**config.mk**
```make
export PLATFORM = sky130hd
export DESIGN_NAME = spi_chain_slave
export DESIGN_NICKNAME = d
export VERILOG_FILES = /design/src/rtl/spi_chain_slave.sv
export SDC_FILE = /design/constraint.sdc
export NUM_CORES = 1
export LEC_CHECK = 0
export BUFFER_PORTS_ARGS = -buffer_cell sky130_fd_sc_hd__buf_2
export CAP_MARGIN = 20
export CORE_MARGIN = 2
export CORE_UTILIZATION = 50
export CTS_BUF_LIST = sky130_fd_sc_hd__clkbuf_4
export DETAILED_ROUTE_END_ITERATION = 12
export HOLD_SLACK_MARGIN = 0.05
export PLACE_DENSITY = 0.8
export SYNTH_ARGS = -nofsm -noshare
export SYNTH_HDL_FRONTEND = slang
export SYNTH_SLANG_ARGS = --single-unit
```
**constraint.sdc**
```tcl
create_clock -name clk -period 1.5 [get_ports clk]
set_clock_uncertainty 0.2 [all_clocks]
set_input_delay 0.075 -clock clk [delete_from_list [all_inputs] [get_ports clk]]
set_output_delay 0.075 -clock clk [all_outputs]
set_load 0.1 [all_outputs]
```
**src/rtl/spi_chain_slave.sv**
```systemverilog
module spi_chain_slave #(
  parameter int SYNC_STAGES = 2,
  parameter int WORD_W      = 16,
  parameter int DATA_W      = 8,
  localparam int ADDR_W     = WORD_W - 1 - DATA_W
) (
  input  logic              clk,
  input  logic              rst_n,
  input  logic              sclk,
  input  logic              cs_n,
  input  logic              mosi,
  output logic              miso,
  output logic              reg_wr,
  output logic              reg_rd,
  output logic [ADDR_W-1:0] reg_addr,
  output logic [DATA_W-1:0] reg_wdata,
  input  logic [DATA_W-1:0] reg_rdata
);

  logic [SYNC_STAGES:0]   sclk_p, cs_p;
  logic [SYNC_STAGES-1:0] din_p;
  logic [WORD_W-1:0]      shift_q;

  always_ff @(posedge clk or negedge rst_n) begin
    if (!rst_n) begin
      sclk_p <= '0;
      cs_p   <= '1;
      din_p  <= '0;
    end else begin
      sclk_p <= {sclk_p[SYNC_STAGES-1:0], sclk};
      cs_p   <= {cs_p[SYNC_STAGES-1:0], cs_n};
      din_p  <= {din_p[SYNC_STAGES-2:0], mosi};
    end
  end

  logic sclk_s, cs_s, din_s, sclk_rise, sclk_fall, cs_rise;
  assign sclk_s    = sclk_p[SYNC_STAGES-1];
  assign cs_s      = cs_p[SYNC_STAGES-1];
  assign din_s     = din_p[SYNC_STAGES-1];
  assign sclk_rise = sclk_s & ~sclk_p[SYNC_STAGES];
  assign sclk_fall = ~sclk_s & sclk_p[SYNC_STAGES];
  assign cs_rise   = cs_s & ~cs_p[SYNC_STAGES];

  logic              cmd_read, cmd_live;
  logic [ADDR_W-1:0] cmd_addr;
  assign cmd_read = shift_q[WORD_W-1];
  assign cmd_addr = shift_q[WORD_W-2:DATA_W];
  assign cmd_live = cs_rise && (cmd_addr != '0);

  always_ff @(posedge clk or negedge rst_n) begin
    if (!rst_n) begin
      shift_q <= '0;
    end else if (sclk_rise && !cs_s) begin
      shift_q <= {shift_q[WORD_W-2:0], din_s};
    end else if (reg_rd) begin
      shift_q[DATA_W-1:0] <= reg_rdata;
    end
  end

  always_ff @(posedge clk or negedge rst_n) begin
    if (!rst_n) begin
      miso <= 1'b0;
    end else if (sclk_fall && !cs_s) begin
      miso <= shift_q[WORD_W-1];
    end
  end

  always_ff @(posedge clk or negedge rst_n) begin
    if (!rst_n) begin
      reg_wr    <= 1'b0;
      reg_rd    <= 1'b0;
      reg_addr  <= '0;
      reg_wdata <= '0;
    end else begin
      reg_wr <= cmd_live & ~cmd_read;
      reg_rd <= cmd_live & cmd_read;
      if (cs_rise) begin
        reg_addr  <= cmd_addr;
        reg_wdata <= shift_q[DATA_W-1:0];
      end
    end
  end

endmodule

```
* Word-level counts from Yosys, hierarchy flattened
Cells that the tools add are included.
Operators by class: add/sub/neg operators 0, $mul 0, div/mod/pow operators 0, magnitude comparators 0, equal/unequal tests 0, shift-type cells 0, mux-type cells 2, bitwise gates (word level) 9, reduce and logical (&&, ||, !) cells 6
Operator list (number):
- $mux 8 | 2
- $reduce_bool 7->1 | 1
- $and 1x1->1 | 5
- $not 1->1 | 4
- $logic_and 1x1->1 | 3
- $reduce_bool 2->1 | 1
- $logic_not 1->1 | 1
Word-level totals: flip-flop bits (word level) 42, bits in latches 0, bits in writable memories 0, memory bits (read-only) 0, bits of input ports 13, output and inout bits 18, logic and storage cells 27, memories 0

* Longest topological paths before layout
Gate-level depths: netlist of run 1.
depth in word-level cells 4, gate-level depth with buffers 4, depth with buffers taken out 2

* Worst setup path before layout of run 1
Ideal clock, no wire load.
path kind flip-flop to flip-flop, start point reg reg_rd, end point reg shift_q[4], arrival 1.815 ns, slack -0.640 ns, cell stages (with the launch flop) 4, path through dfrtp_1 -> buf_2 -> mux2_2 -> mux2_4
Between the ends: word-level cells in the longest chain between the ends 1
RTL lines:
- start: declaration | line 14 | output logic reg_rd,
- start signal: assignment | line 76 | reg_rd <= cmd_live & cmd_read;
- $reduce_bool 2->1 (no source line)
- end signal: assignment | line 54 | shift_q <= {shift_q[WORD_W-2:0], din_s};
- end signal: indexed assignment | line 56 | shift_q[DATA_W-1:0] <= reg_rdata;
- end: declaration | line 22 | logic [WORD_W-1:0] shift_q;
Every way passes these cells. A chain may end at the register's enable or synchronous reset.

* Worst setup path after layout of run 1
start point reg reg_rd, end point reg shift_q[2]
Same word-level chain as after synthesis.

==> results of run 1 <==
metal layers:
| layer | vias up | global-route usage | share of wire |
|---|---|---|---|
| met5 | - | 0 | 0 |
| met4 | 0 | 0.06383 | 0.0053 |
| met3 | 2 | 0.05672 | 0.037 |
| met2 | 21 | 0.2492 | 0.50 |
| met1 | 449 | 0.2171 | 0.46 |
| li1 | 435 | - | - |
repair_timing:
action,in CTS,in global routing
gates resized for setup,0,9
endpoints found under the hold margin,53,0
gates cloned,0,0
endpoints found under the setup margin,4,48
hold buffers,13,0
logic make-up after synthesis:
logic type,Yosys count
flops,42
mux,40
simple gates,5
buf+inv,5
compound gates,2
power groups by stage:
stage / clock network [W] / registers, W / logic [W]
5_1_grt: 0.000607 / 0.00153 / 0.00150
6_report: 0.000524 / 0.00149 / 0.00144
2_1_floorplan: 0 / 0.00227 / 0.000387
3_5_place_dp: 0 / 0.00152 / 0.00139
3_3_place_gp: 0 / 0.00150 / 0.00136
4_1_cts: 0.000556 / 0.00150 / 0.00142
how the worst max path moves through the flow:
stage / start / to / cells past startpoint
6_report: reg_rd / shift_q[2] / 2
5_1_grt: cs_p[1] / shift_q[12] / 3
3_5_place_dp: sclk_p[2] / shift_q[7] / 3
4_1_cts: sclk_p[2] / shift_q[7] / 3
2_1_floorplan: reg_rd / shift_q[4] / 3
3_3_place_gp: cs_p[2] / reg_wdata[5] / 3
synth_stat cells (all sizes together):
| library cell | n | area, um^2 |
|---|---|---|
| nor3b | 2 | 26.28 |
| inv | 1 | 3.750 |
| nand2b | 1 | 6.260 |
| dfstp | 3 | 78.83 |
| dfrtp | 39 | 975.9 |
| mux2 | 40 | 488.0 |
| nor3 | 1 | 5.000 |
| buf | 4 | 41.29 |
| nor4 | 1 | 6.260 |
| a211oi | 2 | 15.01 |
per-stage QoR:
step,hold slack (ns),power [W]
after floorplan,-0.4206,0.002655
after global placement,-0.1416,0.002864
after detailed placement,-0.1306,0.002905
after CTS,0.1575,0.003467
after global routing,0.1431,0.003636
final,0.1666,0.003461
cell usage in the layout (no fill, tap or decap), types with 3 or more instances in the layout:
master                          synthesis  layout
sky130_fd_sc_hd__buf_12                 1       3
sky130_fd_sc_hd__buf_2                  2      28
sky130_fd_sc_hd__clkbuf_4               0       7
sky130_fd_sc_hd__dfrtp_1               39      38
sky130_fd_sc_hd__dfstp_2                3       3
sky130_fd_sc_hd__dlygate4sd3_1          0      13
sky130_fd_sc_hd__mux2_2                30      16
sky130_fd_sc_hd__mux2_4                10      24
cell type report:
class	count	area (um^2)	area share
inverters	1	3.754	0.001751
repair buffers	48	364.1	0.1699
clock buffers	6	45.04	0.02102
flip-flops and latches	42	1059	0.4939
clock inverters	2	10.01	0.004670
well taps	44	55.05	0.02569
multi-input cells	47	606.8	0.2831
flip-flops by register name, summed over array words and instances (netlist names):
signal     count
reg_wr         1
miso           1
reg_addr       7
din_p          2
sclk_p         3
cs_p           3
reg_wdata      8
reg_rd         1
shift_q       16
==> impl_metrics.xml, run 1 <==
<?xml version="1.0" encoding="UTF-8"?>
<metrics>
  <group name="outcome">
    <metric name="status" unit="">finished, violations left</metric>
    <metric name="violations" unit="">negative setup slack</metric>
  </group>
  <group name="timing">
    <metric name="worst_slew_margin_rel" unit="">0.6767</metric>
    <metric name="max_slew.worst_pin.slew" unit="ns">0.4884</metric>
    <metric name="grt_setup_unrepaired" unit="">yes</metric>
    <metric name="clock.fmax" unit="MHz">664.1</metric>
    <metric name="timing_hold_violations_final" unit="">0</metric>
    <metric name="fin_tns_setup" unit="ns">-0.009502</metric>
    <metric name="timing.final.setup_violations" unit="">2</metric>
    <metric name="period_minus_slack" unit="ns">1.506</metric>
    <metric name="final.setup.worst_slack" unit="ns">-0.005885</metric>
    <metric name="final_period_utilization" unit="">1.004</metric>
    <metric name="slew_viol_final" unit="">0</metric>
  </group>
  <group name="min_path">
    <metric name="hold_path_depth" unit="">0</metric>
    <metric name="min-delay-path-class" unit="">reg2reg</metric>
    <metric name="hold_start" unit="">cs_p[0]</metric>
    <metric name="worst_hold_path.endpoint" unit="">cs_p[1]</metric>
  </group>
  <group name="clock_network">
    <metric name="clkSinkCount" unit="">42</metric>
    <metric name="root_buffer" unit="">sky130_fd_sc_hd__clkbuf_4</metric>
    <metric name="clock_tree.htree_level_count" unit="">2</metric>
    <metric name="worst_skew_pair_latency" unit="ns">0.34</metric>
    <metric name="worst_setup_hold_path_clk_slew" unit="ns">0.12</metric>
    <metric name="tritoncts_clock_tree" unit="">built</metric>
    <metric name="clock_path_buffers" unit="">2</metric>
    <metric name="post_cts_setup_driven_buffer_insertion_count" unit="">0</metric>
    <metric name="cts_inserted_buffers" unit="">5</metric>
  </group>
  <group name="grt">
    <metric name="grt_use_total" unit="">0.1633</metric>
    <metric name="initial_antenna_violation_count" unit="">0</metric>
    <metric name="grt-ovfl-total" unit="">0</metric>
    <metric name="wire_length_of_the_first_global_routing_pass" unit="mm">4.333</metric>
    <metric name="first_global_vias" unit="">961</metric>
    <metric name="grt_start_max_net_pins" unit="">23</metric>
  </group>
  <group name="synthesis">
    <metric name="syn_nets" unit="">107</metric>
    <metric name="synth_xor_area_frac" unit="">0</metric>
    <metric name="muxShareOfSynthArea" unit="">0.2964</metric>
    <metric name="share_of_synthesized_area_occupied_by_flip_flops_and_latches" unit="">0.6406</metric>
    <metric name="synth_warnings" unit="">0</metric>
    <metric name="synth_top_family_by_area" unit="">multiplexers</metric>
    <metric name="synth_area_per_cell" unit="um^2">17.52</metric>
    <metric name="synth_fa_ha_area_frac" unit="">0</metric>
    <metric name="yosys_register_bits" unit="">42</metric>
    <metric name="synthesis.instances" unit="">94</metric>
    <metric name="ys_types" unit="">14</metric>
    <metric name="synth.cell_area" unit="um^2">1647</metric>
    <metric name="synth-compound-area-share" unit="">0.009119</metric>
    <metric name="post_synth_and_or_nand_nor_area_fraction" unit="">0.02660</metric>
  </group>
  <group name="floorplan">
    <metric name="die_width" unit="um">61.39</metric>
    <metric name="io_pins" unit="">31</metric>
    <metric name="core.rowCount" unit="">20</metric>
    <metric name="die_h" unit="um">61.39</metric>
    <metric name="floorplan.initialDensity" unit="">0.5306</metric>
    <metric name="design.die.area" unit="um^2">3768</metric>
    <metric name="design.core.area" unit="um^2">3103</metric>
  </group>
  <group name="finish">
    <metric name="finalCoreUtilization" unit="">0.6907</metric>
    <metric name="fill_cells" unit="">225</metric>
    <metric name="post_route_cells_drive_above_1_share" unit="">0.6096</metric>
    <metric name="nets" unit="">158</metric>
    <metric name="final-instance-count-excl-fill" unit="">190</metric>
    <metric name="antennaDiodeCount" unit="">0</metric>
    <metric name="area.growth.synth_to_final" unit="%">30.17</metric>
    <metric name="post-route-cell-area" unit="um^2">2143</metric>
  </group>
  <group name="placement">
    <metric name="preCtsSetupSlack" unit="ns">0.0004401</metric>
    <metric name="gpl.final_weighted_congestion" unit="">0.6976</metric>
    <metric name="numPlacedInstances" unit="">169</metric>
    <metric name="placed_area" unit="um^2">1922</metric>
    <metric name="hpwl" unit="mm">1.866</metric>
    <metric name="placement.io_buffers" unit="">30</metric>
  </group>
  <group name="route">
    <metric name="routedWlPerCell" unit="um">13.91</metric>
    <metric name="drt_pre_antenna_iters" unit="">3</metric>
    <metric name="route.antenna.remaining_nets" unit="">0</metric>
    <metric name="drc_errors" unit="">0</metric>
    <metric name="final_wl" unit="mm">2.643</metric>
    <metric name="detail_route.iter0.violations" unit="">25</metric>
    <metric name="routed_via_density" unit="">4.774</metric>
    <metric name="route.vias.total" unit="">907</metric>
  </group>
  <group name="power_and_ir_drop">
    <metric name="p_int" unit="W">0.002010</metric>
    <metric name="comb_power_share" unit="">0.417</metric>
    <metric name="max-vdd-ir-drop" unit="uV">993.7</metric>
    <metric name="power_density_over_the_cells" unit="nW/um^2">1615</metric>
    <metric name="power_frac_clock" unit="">0.151</metric>
    <metric name="sequentialPowerShare" unit="">0.432</metric>
    <metric name="leakagePower" unit="nW">1.068</metric>
    <metric name="power.switching_fraction" unit="">0.4192</metric>
    <metric name="switchingPower" unit="W">0.001451</metric>
  </group>
  <group name="setup_path">
    <metric name="slowest_stage" unit="">sky130_fd_sc_hd__dfrtp_4</metric>
    <metric name="crit-reg2reg-launch" unit="">reg_rd</metric>
    <metric name="setup.worst_path.start_class" unit="">register</metric>
    <metric name="critical-path-top-delay-family" unit="">multiplexers</metric>
    <metric name="worstPathRequired" unit="ns">1.53</metric>
    <metric name="reg2regPathDepth" unit="">2</metric>
    <metric name="timing.critical_path.fanout_max" unit="">9</metric>
    <metric name="r2r-end" unit="">shift_q[2]</metric>
    <metric name="critical_path.cell_chain" unit="">mux2_4, mux2_4</metric>
    <metric name="critical_path_arrival" unit="ns">1.53</metric>
    <metric name="cp_most_frequent_cell" unit="">sky130_fd_sc_hd__mux2_4</metric>
    <metric name="rrSetupSlack" unit="ns">-0.006</metric>
    <metric name="peak_per_stage_delay_on_the_critical_path" unit="ns">0.60</metric>
    <metric name="critical_path_class" unit="">reg2reg</metric>
    <metric name="cp.buffers_inverters" unit="">0</metric>
    <metric name="setup.worst_path.end_class" unit="">register</metric>
  </group>
  <group name="flow_run">
    <metric name="cap_viol_max_count" unit="">0</metric>
  </group>
</metrics>
No activity file was read; power rests on OpenSTA's default activity.
==> run 2: changes to the inputs <==
Settings changed: HOLD_SLACK_MARGIN 0.05 to unset, PLACE_DENSITY 0.8 to 0.77.
Clock period 1.5 ns to 1.62 ns, I/O delays scaled along.
==> impl_metrics.xml, run 2 (synthesized netlist as in run 1, its figures left out) <==
<?xml version="1.0" encoding="UTF-8"?>
<metrics>
  <group name="finish">
    <metric name="antennaDiodeCount" unit="">0</metric>
    <metric name="final-seq-area" unit="um^2">1059</metric>
    <metric name="area.growth.synth_to_final" unit="%">27.28</metric>
    <metric name="finalCoreUtilization" unit="">0.6754</metric>
    <metric name="most_frequent_standard_cell_in_the_layout_excluding_fill_and_tap_cells" unit="">sky130_fd_sc_hd__dfrtp_1</metric>
    <metric name="post_route_cells_drive_above_1_share" unit="">0.6000</metric>
    <metric name="multi_input_comb_area" unit="um^2">576.8</metric>
    <metric name="largest_reg_flops" unit="">16</metric>
    <metric name="regMostFlops" unit="">shift_q</metric>
    <metric name="post-route-cell-area" unit="um^2">2096</metric>
    <metric name="final_cell_mix" unit="">sky130_fd_sc_hd__dfrtp_1, sky130_fd_sc_hd__buf_2, sky130_fd_sc_hd__mux2_2</metric>
    <metric name="fill_cells" unit="">240</metric>
    <metric name="layout_top_registers" unit="">shift_q x16, reg_wdata x8, reg_addr x7</metric>
    <metric name="nets" unit="">157</metric>
  </group>
  <group name="floorplan">
    <metric name="floorplan.initialDensity" unit="">0.5306</metric>
    <metric name="io_pins" unit="">31</metric>
    <metric name="die_h" unit="um">61.39</metric>
    <metric name="design.die.area" unit="um^2">3768</metric>
    <metric name="design.core.area" unit="um^2">3103</metric>
    <metric name="die_width" unit="um">61.39</metric>
    <metric name="core.rowCount" unit="">20</metric>
  </group>
  <group name="placement">
    <metric name="hpwl" unit="mm">1.863</metric>
    <metric name="placement.io_buffers" unit="">30</metric>
    <metric name="gpl.final_weighted_congestion" unit="">0.6765</metric>
    <metric name="placed_area" unit="um^2">1919</metric>
  </group>
  <group name="timing">
    <metric name="slew_viol_final" unit="">0</metric>
    <metric name="timing.final.setup_violations" unit="">0</metric>
    <metric name="period_minus_slack" unit="ns">1.506</metric>
    <metric name="final_period_utilization" unit="">0.9295</metric>
    <metric name="worst_slew_margin_rel" unit="">0.6681</metric>
    <metric name="grt_setup_unrepaired" unit="">no</metric>
    <metric name="clock.fmax" unit="MHz">664.1</metric>
    <metric name="timing_hold_violations_final" unit="">0</metric>
    <metric name="max_slew.worst_pin.slew" unit="ns">0.4978</metric>
  </group>
  <group name="clock_network">
    <metric name="root_buffer" unit="">sky130_fd_sc_hd__clkbuf_4</metric>
    <metric name="post_cts_setup_driven_buffer_insertion_count" unit="">0</metric>
    <metric name="clock_tree.htree_level_count" unit="">2</metric>
    <metric name="tritoncts_clock_tree" unit="">built</metric>
    <metric name="clkSinkCount" unit="">42</metric>
    <metric name="clock_path_buffers" unit="">2</metric>
    <metric name="cts_inserted_buffers" unit="">5</metric>
    <metric name="worst_setup_hold_path_clk_slew" unit="ns">0.11</metric>
    <metric name="worst_skew_pair_latency" unit="ns">0.34</metric>
  </group>
  <group name="setup_path">
    <metric name="critical_path.cell_chain" unit="">buf_4</metric>
    <metric name="critical-path-top-delay-family" unit="">flip-flops</metric>
    <metric name="rrSetupSlack" unit="ns">0.12</metric>
    <metric name="cp.buffers_inverters" unit="">1</metric>
    <metric name="reg2regPathDepth" unit="">3</metric>
    <metric name="slowest_stage" unit="">sky130_fd_sc_hd__dfrtp_4</metric>
    <metric name="setup.worst_path.start" unit="">reg_rd</metric>
    <metric name="crit-reg2reg-launch" unit="">cs_p[1]</metric>
    <metric name="critical_path_arrival" unit="ns">1.22</metric>
    <metric name="setup.worst_path.start_class" unit="">register</metric>
    <metric name="worstPathRequired" unit="ns">1.34</metric>
    <metric name="setup.worst_path.end_class" unit="">output pin</metric>
    <metric name="timing.critical_path.fanout_max" unit="">9</metric>
    <metric name="r2r-end" unit="">shift_q[1]</metric>
    <metric name="critical_path_class" unit="">reg2out</metric>
    <metric name="peak_per_stage_delay_on_the_critical_path" unit="ns">0.55</metric>
  </group>
  <group name="route">
    <metric name="detail_route.iter0.violations" unit="">8</metric>
    <metric name="drc_errors" unit="">0</metric>
    <metric name="routed_via_density" unit="">4.894</metric>
    <metric name="route.antenna.remaining_nets" unit="">0</metric>
    <metric name="route.vias.total" unit="">925</metric>
    <metric name="drt_pre_antenna_iters" unit="">4</metric>
    <metric name="routedWlPerCell" unit="um">14.19</metric>
    <metric name="final_wl" unit="mm">2.681</metric>
  </group>
  <group name="grt">
    <metric name="grt-ovfl-total" unit="">0</metric>
    <metric name="grt_start_max_net_pins" unit="">23</metric>
    <metric name="grt_use_total" unit="">0.1724</metric>
    <metric name="first_global_vias" unit="">1033</metric>
    <metric name="initial_antenna_violation_count" unit="">0</metric>
    <metric name="wire_length_of_the_first_global_routing_pass" unit="mm">4.588</metric>
  </group>
  <group name="outcome">
    <metric name="status" unit="">completed</metric>
  </group>
  <group name="power_and_ir_drop">
    <metric name="leakagePower" unit="nW">1.041</metric>
    <metric name="max-vdd-ir-drop" unit="uV">665.2</metric>
    <metric name="power_density_over_the_cells" unit="nW/um^2">1514</metric>
  </group>
  <group name="flow_run">
    <metric name="cap_viol_max_count" unit="">0</metric>
  </group>
  <group name="min_path">
    <metric name="min-delay-path-class" unit="">in2async</metric>
  </group>
</metrics>
[run 2: how the worst max path moves through the flow]
stage / slack [ns] / depth (start not counted) / endpoint
after floorplan: -0.05 / 3 / shift_q[4]
after global placement: 0.15 / 3 / shift_q[1]
after detailed placement: 0.12 / 3 / shift_q[1]
after CTS: 0.09 / 1 / reg_rd
after global routing: 0.05 / 3 / shift_q[1]
final: 0.11 / 1 / reg_rd
[run 2: through the flow]
stage	hold WS [ns]	worst slack (ns)	power, W	setup TNS [ns]	std cells
after detailed placement	-0.1230	0.1220	0.002694	0	169
after global routing	0.04539	0.04562	0.003328	0	189
after global placement	-0.1429	0.1482	0.002662	0	169
final	0.01805	0.1142	0.003173	0	189
after floorplan	-0.4146	-0.04879	0.002457	-0.3371	94
after CTS	0.02949	0.08909	0.003209	0	189
[run 2: routing by layer]
| layer | vias to the layer above | share of wire | GRT usage |
|---|---|---|---|
| li1 | 434 | - | - |
| met1 | 466 | 0.44 | 0.2131 |
| met2 | 23 | 0.51 | 0.2872 |
| met3 | 2 | 0.051 | 0.06513 |
| met4 | 0 | 0.0037 | 0.04559 |
| met5 | - | 0 | 0 |
[run 2: layout make-up]
class                      count  area share
clock inverter                 2    0.004179
sequential                    42      0.5051
timing repair buffer          47      0.1660
multi-input combinational     47      0.2752
tap                           44     0.02627
clock buffer                   6     0.02149
inverter                       1    0.001791
[run 2: report_power, final]
group          total, W  leakage [nW]  internal (W)  switching (W)
Clock          0.000487        0.0331      0.000180       0.000307
Sequential      0.00139         0.539       0.00125       0.000133
Combinational   0.00130         0.469      0.000398       0.000902
[run 2: repair_timing]
item	4_1_cts	5_1_grt
resized for setup	1	0
hold buffers	12	0
setup endpoints to repair	1	0
endpoints found under the hold margin	50	0
==> run 3: changes to the inputs <==
Settings changed: CTS_CLUSTER_DIAMETER set to 30, REMOVE_ABC_BUFFERS set to 1.
==> impl_metrics.xml, run 3 (synthesized netlist as in run 1, its figures left out) <==
<?xml version="1.0" encoding="UTF-8"?>
<metrics>
  <group name="setup_path">
    <metric name="critical_path_class" unit="">reg2reg</metric>
    <metric name="setup.worst_path.start_class" unit="">register</metric>
    <metric name="critical_path_arrival" unit="ns">1.53</metric>
    <metric name="setup.worst_path.end_class" unit="">register</metric>
    <metric name="worstPathRequired" unit="ns">1.64</metric>
    <metric name="timing.critical_path.fanout_max" unit="">16</metric>
    <metric name="critical-path-top-delay-family" unit="">flip-flops</metric>
    <metric name="critical_path.cell_chain" unit="">nor3b_4, buf_12, mux2_2</metric>
    <metric name="slowest_stage" unit="">sky130_fd_sc_hd__dfstp_2</metric>
    <metric name="peak_per_stage_delay_on_the_critical_path" unit="ns">0.41</metric>
    <metric name="cp.buffers_inverters" unit="">1</metric>
    <metric name="rrSetupSlack" unit="ns">0.10</metric>
  </group>
  <group name="timing">
    <metric name="worst_hold_slack" unit="ns">0.01738</metric>
    <metric name="worst_slew_margin_rel" unit="">0.6708</metric>
    <metric name="slew_viol_final" unit="">0</metric>
    <metric name="timing_hold_violations_final" unit="">0</metric>
    <metric name="clock.fmax" unit="MHz">659.9</metric>
    <metric name="timing.final.setup_violations" unit="">0</metric>
    <metric name="final_period_utilization" unit="">0.9354</metric>
    <metric name="max_slew.worst_pin.slew" unit="ns">0.4973</metric>
    <metric name="grt_setup_unrepaired" unit="">no</metric>
    <metric name="final.setup.worst_slack" unit="ns">0.1046</metric>
    <metric name="period_minus_slack" unit="ns">1.515</metric>
  </group>
  <group name="finish">
    <metric name="most_frequent_standard_cell_in_the_layout_excluding_fill_and_tap_cells" unit="">sky130_fd_sc_hd__dfrtp_1</metric>
    <metric name="layout_top_registers" unit="">shift_q x16, reg_wdata x8, reg_addr x7</metric>
    <metric name="final_cell_mix" unit="">sky130_fd_sc_hd__dfrtp_1, sky130_fd_sc_hd__mux2_2, sky130_fd_sc_hd__buf_2</metric>
    <metric name="area.growth.synth_to_final" unit="%">27.74</metric>
    <metric name="regMostFlops" unit="">shift_q</metric>
    <metric name="nets" unit="">157</metric>
    <metric name="post_route_cells_drive_above_1_share" unit="">0.6000</metric>
    <metric name="final-instance-count-excl-fill" unit="">189</metric>
    <metric name="largest_reg_flops" unit="">16</metric>
    <metric name="post-route-cell-area" unit="um^2">2103</metric>
    <metric name="fill_cells" unit="">247</metric>
    <metric name="antennaDiodeCount" unit="">0</metric>
  </group>
  <group name="route">
    <metric name="final_wl" unit="mm">2.818</metric>
    <metric name="route.antenna.remaining_nets" unit="">0</metric>
    <metric name="route.vias.total" unit="">923</metric>
    <metric name="detail_route.iter0.violations" unit="">34</metric>
    <metric name="drc_errors" unit="">0</metric>
    <metric name="drt_pre_antenna_iters" unit="">2</metric>
    <metric name="routed_via_density" unit="">4.884</metric>
    <metric name="routedWlPerCell" unit="um">14.91</metric>
  </group>
  <group name="grt">
    <metric name="first_global_vias" unit="">952</metric>
    <metric name="grt_start_max_net_pins" unit="">25</metric>
    <metric name="grt-ovfl-total" unit="">0</metric>
    <metric name="wire_length_of_the_first_global_routing_pass" unit="mm">4.498</metric>
    <metric name="grt_use_total" unit="">0.1657</metric>
    <metric name="initial_antenna_violation_count" unit="">0</metric>
  </group>
  <group name="flow_run">
    <metric name="cap_viol_max_count" unit="">0</metric>
  </group>
  <group name="clock_network">
    <metric name="post_cts_setup_driven_buffer_insertion_count" unit="">0</metric>
    <metric name="cts_inserted_buffers" unit="">5</metric>
    <metric name="worst_skew_pair_latency" unit="ns">0.33</metric>
    <metric name="clkSinkCount" unit="">42</metric>
    <metric name="clock_path_buffers" unit="">2</metric>
    <metric name="post_cts_resized" unit="">0</metric>
    <metric name="tritoncts_clock_tree" unit="">built</metric>
    <metric name="worst_setup_hold_path_clk_slew" unit="ns">0.12</metric>
    <metric name="clock_tree.htree_level_count" unit="">2</metric>
    <metric name="root_buffer" unit="">sky130_fd_sc_hd__clkbuf_4</metric>
  </group>
  <group name="floorplan">
    <metric name="io_pins" unit="">31</metric>
    <metric name="die_width" unit="um">61.39</metric>
    <metric name="design.core.area" unit="um^2">3103</metric>
    <metric name="floorplan.initialDensity" unit="">0.5306</metric>
    <metric name="die_h" unit="um">61.39</metric>
    <metric name="design.die.area" unit="um^2">3768</metric>
    <metric name="core.rowCount" unit="">20</metric>
  </group>
  <group name="min_path">
    <metric name="min-delay-path-class" unit="">in2async</metric>
  </group>
  <group name="outcome">
    <metric name="status" unit="">completed</metric>
  </group>
  <group name="power_and_ir_drop">
    <metric name="leakagePower" unit="nW">1.036</metric>
    <metric name="power_density_over_the_cells" unit="nW/um^2">1565</metric>
    <metric name="design_power_total" unit="W">0.003292</metric>
    <metric name="max-vdd-ir-drop" unit="uV">593.4</metric>
  </group>
  <group name="placement">
    <metric name="preCtsSetupSlack" unit="ns">0.1064</metric>
    <metric name="hpwl" unit="mm">1.825</metric>
    <metric name="placement.io_buffers" unit="">30</metric>
    <metric name="numPlacedInstances" unit="">169</metric>
    <metric name="placed_area" unit="um^2">1901</metric>
    <metric name="gpl.final_weighted_congestion" unit="">0.6920</metric>
  </group>
</metrics>
-- run 3: path summary, 6_finish.rpt --
check                      startpoint          end  cells after the start
setup / recovery              cs_p[1]  shift_q[15]                      3
hold / removal                  rst_n  shift_q[12]                      2
setup reg to reg              cs_p[1]  shift_q[15]                      3
hold reg to reg               cs_p[0]      cs_p[1]                      0
max in group asynchronous       rst_n   shift_q[8]                      3
min in group clk              cs_p[0]      cs_p[1]                      0
-- run 3: cell type report --
cell class / instances / area, um^2 / share of cell area
multi-input cells: 47 / 546.8 / 0.2600
flip-flops and latches: 42 / 1055 / 0.5015
clock buffers: 6 / 45.04 / 0.02142
repair buffers: 47 / 360.3 / 0.1713
inverters: 1 / 3.754 / 0.001785
clock inverters: 2 / 37.54 / 0.01785
well taps: 44 / 55.05 / 0.02617
-- run 3: where the power goes --
group / leakage, nW / switching [W] / total, W / internal, W
registers: 0.541 / 0.000130 / 0.00138 / 0.00125
clock network: 0.0419 / 0.000312 / 0.000655 / 0.000343
logic: 0.453 / 0.000901 / 0.00125 / 0.000352
-- run 3: per-layer routing --
layer	up-vias	track usage	share of wire	routed length [um]
met5	-	0	0	0
met4	0	0.04559	0.0053	15
met3	2	0.04412	0.037	103
met2	19	0.2857	0.53	1486
met1	472	0.2075	0.43	1211
li1	430	-	-	-
-- run 3: stage by stage --
stage | TNS, ns | util
global placement | 0 | 0.6125
finish | 0 | 0.6778
floorplan | -4.571 | -
global route | 0 | 0.6778
CTS | 0 | 0.6778
detailed placement | 0 | 0.6125
-- run 3: what timing repair did --
item | in CTS | in global routing
setup endpoints to repair | 0 | 0
hold buffers | 12 | 0
endpoints found under the hold margin | 53 | 0
